File: src/rtl/pwm_timer8_pkg.sv
package pwm_timer8_pkg;
  typedef enum logic {
    MODE_UPDOWN = 1'b0,
    MODE_WRAP   = 1'b1
  } pwm_mode_e;

  typedef enum logic {
    DIR_DOWN = 1'b0,
    DIR_UP   = 1'b1
  } cnt_dir_e;

  // compare-output mode field layout
  localparam int CM_CONNECT = 1;
  localparam int CM_INVERT  = 0;

  // index of each flag in the flag bank
  localparam int FLG_OVF = 0;
  localparam int FLG_CMP = 1;
  localparam int NUM_FLG = 2;
endpackage

File: src/rtl/pwm_cnt_core.sv
module pwm_cnt_core
  import pwm_timer8_pkg::*;
#(
  parameter int WIDTH = 8
) (
  input  logic             clk,
  input  logic             rst,
  input  logic             tick,
  input  pwm_mode_e        mode,
  input  logic [WIDTH-1:0] cmp_val,
  output logic [WIDTH-1:0] cnt_o,
  output cnt_dir_e         dir_o,
  output logic             ovf_evt_o,
  output logic             match_evt_o
);
  localparam logic [WIDTH-1:0] TOP  = {WIDTH{1'b1}};
  localparam logic [WIDTH-1:0] BOT  = '0;
  localparam logic [WIDTH-1:0] ONE  = {{(WIDTH-1){1'b0}}, 1'b1};

  logic [WIDTH-1:0] cnt_q, cnt_d;
  cnt_dir_e         dir_q, dir_d;
  logic             at_top, at_bot;

  assign at_top = (cnt_q == TOP);
  assign at_bot = (cnt_q == BOT);

  always_comb begin
    cnt_d = cnt_q;
    dir_d = dir_q;
    if (tick) begin
      if (mode == MODE_WRAP) begin
        cnt_d = cnt_q + ONE;
        dir_d = DIR_UP;
      end else if (dir_q == DIR_UP) begin
        if (at_top) begin
          cnt_d = TOP - ONE;
          dir_d = DIR_DOWN;
        end else begin
          cnt_d = cnt_q + ONE;
        end
      end else begin
        if (at_bot) begin
          cnt_d = ONE;
          dir_d = DIR_UP;
        end else begin
          cnt_d = cnt_q - ONE;
        end
      end
    end
  end

  always_ff @(posedge clk) begin
    if (rst) begin
      cnt_q <= '0;
      dir_q <= DIR_UP;
    end else begin
      cnt_q <= cnt_d;
      dir_q <= dir_d;
    end
  end

  // phase-correct: event on leaving the bottom; single-slope: on wrapping
  always_comb begin
    if (mode == MODE_UPDOWN) ovf_evt_o = tick && at_bot;
    else                     ovf_evt_o = tick && at_top;
  end

  assign match_evt_o = tick && (cnt_q == cmp_val);
  assign cnt_o       = cnt_q;
  assign dir_o       = dir_q;


  hold_chk: assert property (@(posedge clk) disable iff (rst)
    !tick |=> $stable(cnt_q));

  wrap_chk: assert property (@(posedge clk) disable iff (rst)
    (tick && mode == MODE_WRAP && at_top) |=> (cnt_q == BOT));

  bottom_turn_chk: assert property (@(posedge clk) disable iff (rst)
    (tick && mode == MODE_UPDOWN && at_bot) |=> (cnt_q == ONE && dir_q == DIR_UP));

  top_turn_chk: assert property (@(posedge clk) disable iff (rst)
    (tick && mode == MODE_UPDOWN && at_top && dir_q == DIR_UP) |=> (dir_q == DIR_DOWN));
endmodule

File: src/rtl/pwm_wave_gen.sv
module pwm_wave_gen
  import pwm_timer8_pkg::*;
#(
  parameter int WIDTH = 8
) (
  input  logic             clk,
  input  logic             rst,
  input  logic             tick,
  input  pwm_mode_e        mode,
  input  logic [WIDTH-1:0] cmp_val,
  input  logic [1:0]       cmp_mode,
  input  cnt_dir_e         dir,
  input  logic             ovf_evt,
  input  logic             match_evt,
  output logic             pwm_o
);
  localparam logic [WIDTH-1:0] TOP = {WIDTH{1'b1}};
  localparam logic [WIDTH-1:0] BOT = '0;

  logic connect, invert, cmp_top, cmp_bot, pin_fixed, fixed_lvl;
  logic out_q, out_d;

  assign connect = cmp_mode[CM_CONNECT];
  assign invert  = cmp_mode[CM_INVERT];
  assign cmp_top = (cmp_val == TOP);
  assign cmp_bot = (cmp_val == BOT);

  // range ends pin the level; single-slope honours only the top end
  assign pin_fixed = (mode == MODE_UPDOWN) ? (cmp_top || cmp_bot) : cmp_top;
  assign fixed_lvl = cmp_top ^ invert;

  always_comb begin
    out_d = out_q;
    if (!connect) begin
      out_d = 1'b0;
    end else if (pin_fixed) begin
      out_d = fixed_lvl;
    end else if (tick) begin
      if (mode == MODE_UPDOWN) begin
        if (match_evt) out_d = (dir == DIR_UP) ? invert : ~invert;
      end else begin
        if (match_evt)    out_d = invert;
        else if (ovf_evt) out_d = ~invert;
      end
    end
  end

  always_ff @(posedge clk) begin
    if (rst) out_q <= 1'b0;
    else     out_q <= out_d;
  end

  assign pwm_o = out_q;


  disc_low_chk: assert property (@(posedge clk) disable iff (rst)
    !cmp_mode[CM_CONNECT] |=> !pwm_o);

  idle_hold_chk: assert property (@(posedge clk) disable iff (rst)
    (!tick && cmp_mode[CM_CONNECT] && !pin_fixed) |=> $stable(pwm_o));
endmodule

File: src/rtl/pwm_flag_cell.sv
module pwm_flag_cell (
  input  logic clk,
  input  logic rst,
  input  logic set_i,
  input  logic clr_i,
  input  logic ie_i,
  input  logic gie_i,
  output logic flag_o,
  output logic irq_o
);
  logic flag_q;

  always_ff @(posedge clk) begin
    if (rst)        flag_q <= 1'b0;
    else if (set_i) flag_q <= 1'b1;
    else if (clr_i) flag_q <= 1'b0;
  end

  assign flag_o = flag_q;
  assign irq_o  = flag_q & ie_i & gie_i;


  set_wins_chk: assert property (@(posedge clk) disable iff (rst)
    set_i |=> flag_o);

  clear_chk: assert property (@(posedge clk) disable iff (rst)
    (clr_i && !set_i) |=> !flag_o);

  no_spurious_chk: assert property (@(posedge clk) disable iff (rst)
    (!flag_o && !set_i) |=> !flag_o);
endmodule

File: src/rtl/pwm_timer8.sv
module pwm_timer8
  import pwm_timer8_pkg::*;
#(
  parameter int WIDTH = 8
) (
  input  logic             clk,
  input  logic             rst,
  input  logic             tick,
  input  logic             mode,
  input  logic [WIDTH-1:0] cmp_val,
  input  logic [1:0]       cmp_mode,
  input  logic             ovf_ie,
  input  logic             cmp_ie,
  input  logic             gie,
  input  logic             ovf_w1c,
  input  logic             cmp_w1c,
  input  logic             ovf_ack,
  input  logic             cmp_ack,
  output logic             pwm_out,
  output logic             ovf_flag,
  output logic             cmp_flag,
  output logic             ovf_irq,
  output logic             cmp_irq
);
  pwm_mode_e        mode_e;
  logic [WIDTH-1:0] cnt;
  cnt_dir_e         dir;
  logic             ovf_evt, match_evt;

  logic [NUM_FLG-1:0] f_set, f_clr, f_ie, f_val, f_irq;

  assign mode_e = pwm_mode_e'(mode);

  pwm_cnt_core #(.WIDTH(WIDTH)) u_cnt (
    .clk(clk), .rst(rst), .tick(tick), .mode(mode_e), .cmp_val(cmp_val),
    .cnt_o(cnt), .dir_o(dir), .ovf_evt_o(ovf_evt), .match_evt_o(match_evt)
  );

  pwm_wave_gen #(.WIDTH(WIDTH)) u_wave (
    .clk(clk), .rst(rst), .tick(tick), .mode(mode_e), .cmp_val(cmp_val),
    .cmp_mode(cmp_mode), .dir(dir), .ovf_evt(ovf_evt), .match_evt(match_evt),
    .pwm_o(pwm_out)
  );

  assign f_set[FLG_OVF] = ovf_evt;
  assign f_set[FLG_CMP] = match_evt;
  assign f_clr[FLG_OVF] = ovf_w1c | ovf_ack;
  assign f_clr[FLG_CMP] = cmp_w1c | cmp_ack;
  assign f_ie[FLG_OVF]  = ovf_ie;
  assign f_ie[FLG_CMP]  = cmp_ie;

  for (genvar g = 0; g < NUM_FLG; g++) begin : g_flag
    pwm_flag_cell u_flag (
      .clk(clk), .rst(rst), .set_i(f_set[g]), .clr_i(f_clr[g]),
      .ie_i(f_ie[g]), .gie_i(gie), .flag_o(f_val[g]), .irq_o(f_irq[g])
    );
  end

  assign ovf_flag = f_val[FLG_OVF];
  assign cmp_flag = f_val[FLG_CMP];
  assign ovf_irq  = f_irq[FLG_OVF];
  assign cmp_irq  = f_irq[FLG_CMP];


  reset_state_chk: assert property (@(posedge clk)
    rst |=> (!pwm_out && !ovf_flag && !cmp_flag && cnt == '0));

  ud_no_top_flag_chk: assert property (@(posedge clk) disable iff (rst)
    (mode_e == MODE_UPDOWN && tick && cnt == {WIDTH{1'b1}}) |-> !ovf_evt);
endmodule

File: config.mk
export PLATFORM = sky130hd
export DESIGN_NAME = pwm_timer8
export DESIGN_NICKNAME = d
export VERILOG_FILES = /design/src/rtl/pwm_timer8_pkg.sv /design/src/rtl/pwm_cnt_core.sv /design/src/rtl/pwm_wave_gen.sv /design/src/rtl/pwm_flag_cell.sv /design/src/rtl/pwm_timer8.sv
export SDC_FILE = /design/constraint.sdc
export NUM_CORES = 1
export LEC_CHECK = 0
export BUFFER_PORTS_ARGS = -buffer_cell sky130_fd_sc_hd__buf_4
export CORE_ASPECT_RATIO = 0.6
export CORE_MARGIN = 10
export CORE_UTILIZATION = 47
export CTS_CLUSTER_SIZE = 25
export DETAILED_ROUTE_END_ITERATION = 7
export PLACE_DENSITY = 0.75
export REMOVE_ABC_BUFFERS = 1
export SETUP_SLACK_MARGIN = 0.1
export SLEW_MARGIN = 0
export SYNTH_ARGS = -nofsm -noshare
export SYNTH_HDL_FRONTEND = slang
export SYNTH_SLANG_ARGS = --single-unit
export TNS_END_PERCENT = 5
File: constraint.sdc
create_clock -name clk -period 1.7 [get_ports clk]
set_clock_uncertainty 0.05 [all_clocks]
set_input_delay 0.085 -clock clk [delete_from_list [all_inputs] [get_ports clk]]
set_output_delay 0.085 -clock clk [all_outputs]
set_load 0.02 [all_outputs]
==> flow_summary.json <==
{
  "cp.required_ns": 1.80,
  "synthMuxAreaShare": 0.00967,
  "drtAntennaViolNets": 0,
  "dp_hpwl_mm": 2.68,
  "cp-start-kind": "register",
  "synth-simple-area-share": 0.288,
  "syn_area_um2": 1030,
  "tns_ns": -0.216,
  "drive_above_1_share": 0.384,
  "core-area_um2": 2130,
  "holdCritPathClass": "primary input to register",
  "root_buffer": "clkbuf_8",
  "ys_ff_latch": 12,
  "setup_slack_ns": -0.130,
  "synth_top_family_by_area": "simple AND/OR/NAND/NOR gates",
  "finalCoreUtilization": 0.729,
  "syn_inst": 143,
  "vias": 1261,
  "htreeDepth": 1,
  "dr.pass1.iters": 4,
  "nets": 215,
  "worstSkewPairLatency_ns": 0.25,
  "fin_crit_ns": 1.83,
  "synth-compound-area-share": 0.233,
  "initial_core_util": 0.486,
  "avgSynthCellArea_um2": 7.24,
  "area.sequential_um2": 246,
  "grt_pass1_wl_mm": 6.02,
  "slew_headroom": 0.770,
  "antenna_found_initial": 0,
  "cpMaxStageDelayCell": "or4b_1",
  "rows": 13,
  "clock.fmax_mhz": 547,
  "dieWidth_um": 80.6,
  "via_per_inst": 5.73,
  "violations": "setup timing",
  "grt_use_total": 0.167,
  "setup_viol": 5,
  "grt_max_degree": 22,
  "ys.flop_type": "dfxtp_1",
  "synthXorXnorAreaFrac": 0.127,
  "n_antenna_cell": 0,
  "ys_seq_area_frac": 0.232,
  "irDropWorstVdd_v": 0.000402,
  "syn_to_final_growth_pct": 50.1,
  "slowest_delay_ns": 0.54,
  "outcome": "finished, violations left",
  "synth_edf_count": 0,
  "synthArstFlopShare": 0,
  "worstPathArrival_ns": 1.93,
  "cp_max_fo": 3,
  "clk_path_buf_depth": 2,
  "synthAdderAreaFrac": 0.0363,
  "hold_buffers": 0,
  "die_area_um2": 4540,
  "post-route-period-util": 1.08,
  "synthTopCellsByCount": "o21ai_0 (15), xnor2_1 (14), dfxtp_1 (12), nor2_1 (12), nand2_1 (11)",
  "cts.sinks": 12,
  "synth.distinct_cells": 35,
  "drv_cap": 0,
  "cellPowerDensity_nw_per_um2": 535,
  "p_leak_nw": 0.664,
  "synth_largest_area_cell": "dfxtp_1",
  "worst_pin_slew_ns": 0.345,
  "fillers": 141,
  "ys_warn_count": 0,
  "gr-total-overflow": 0,
  "cts_tree": "built",
  "hold_viol_final": 0,
  "r2r_slack_ns": -0.13,
  "dieHeight_um": 56.3,
  "avgRoutedWirePerCell_um": 16.9,
  "ios": 26,
  "crit_path_cell_trace": "xnor2_2, nand4_1, or4b_1, a31oi_1, xor2_1, o41ai_1",
  "portBuffers": 25,
  "cp-end-kind": "register",
  "netlist_top_cells_area": "dfxtp_1 (23%), xnor2_1 (12%), o21ai_0 (7.3%)",
  "netlist.area_leader.share": 0.232,
  "drc": 0,
  "numCtsBuffers": 3,
  "crit_type": "register to register",
  "multi_input_area_um2": 790,
  "drt-total-wl_mm": 3.72,
  "synth.most_common_cell": "o21ai_0",
  "path_clk_slew_ns": 0.06,
  "drt_iter0_markers": 143,
  "place_congestion": 0.905,
  "first_global_vias": 1219,
  "rsz0062_at_grt": "true",
  "slew_violations": 0
}
==> routing by layer <==
metal,track usage,vias up,wire (um)
met1,0.192,588,1500
li1,-,610,-
met4,0.0575,0,60
met3,0.0556,10,260
met5,0,-,0
met2,0.281,53,1890
==> layout by cell type (no fill, tap or decap), drive strengths merged <==
master	Yosys	final
a21oi	8	8
a21o	3	3
nand4	4	4
a22oi	2	2
mux2i	1	1
o211ai	2	2
o22ai	1	1
inv	6	6
o41ai	1	1
o21ai	15	15
and4	1	1
nor3	5	5
nand2b	6	6
and3	5	5
nand2	11	11
clkbuf	4	4
nand4b	1	1
a21boi	1	1
or4b	1	1
a31oi	1	1
ha	3	3
dfxtp	12	12
a211oi	2	2
nor2	12	12
o2111ai	1	1
xnor2	14	14
nor4	3	3
buf	6	53
xor2	1	1
a221oi	2	2
nand3	8	8
==> flip-flops by register name (all words and copies together), names as in the netlist <==
register	flops
g_flag.u_flag.flag_o	2
u_cnt.cnt_o	8
u_cnt.dir_o	1
u_wave.pwm_o	1
==> kinds of logic after synthesis <==
family                     after synthesis
AOI/OAI and AO/OA                       39
xor gates and xnor gates                15
adders and majority gates                3
buffers and inverters                   16
DFF                                     12
muxes                                    1
and+or+nand+nor                         57
==> worst max-delay path: cells and delay by family (launching register included) <==
kind	cells	cell delay, ns
xor+xnor	2	0.22
simple gates	2	0.67
compound gates	2	0.42
flops	1	0.36
==> worst paths after layout <==
| check | start | to | cells after the start |
|---|---|---|---|
| max reg2reg | u_cnt.cnt_o[3]$_SDFFE_PP0P_ | u_wave.pwm_o$_SDFFE_PP0P_ | 6 |
| max | u_cnt.cnt_o[3]$_SDFFE_PP0P_ | u_wave.pwm_o$_SDFFE_PP0P_ | 6 |
| min reg2reg | u_wave.pwm_o$_SDFFE_PP0P_ | u_wave.pwm_o$_SDFFE_PP0P_ | 2 |
| min | cmp_mode[1] | u_wave.pwm_o$_SDFFE_PP0P_ | 3 |
==> timing repair <==
| action | 4_1_cts | 5_1_grt |
|---|---|---|
| setup buffers | 0 | 0 |
| setup endpoints to repair | 12 | 12 |
| resized for setup | 14 | 4 |
| pin swaps | 6 | 0 |
==> area by class of cell <==
type	instances	area share
sequential	12	0.159
multi-input combinational	115	0.508
tap	30	0.0242
inverter	6	0.0145
timing repair buffer	53	0.259
clock buffer	4	0.0355
==> stage by stage <==
step	std cells	worst slack, ns	area, um^2	power (W)	hold WS (ns)
floorplan	133	-0.159	981	0.000387	0.104
CTS	220	-0.145	1530	0.000827	0.0362
global route	220	-0.296	1550	0.000872	0.0519
detailed placement	216	-0.173	1420	0.000498	0.298
global placement	216	-0.145	1420	0.000494	0.295
finish	220	-0.130	1550	0.000831	0.0382
==> power breakdown <==
part           internal [W]  total, W  switching, W
Combinational      0.000110  0.000213      0.000102
Clock              0.000205  0.000326      0.000121
Sequential         0.000286  0.000292    0.00000565
Total              0.000602  0.000831      0.000229
Note: power is estimated with default switching activity, not from simulation.
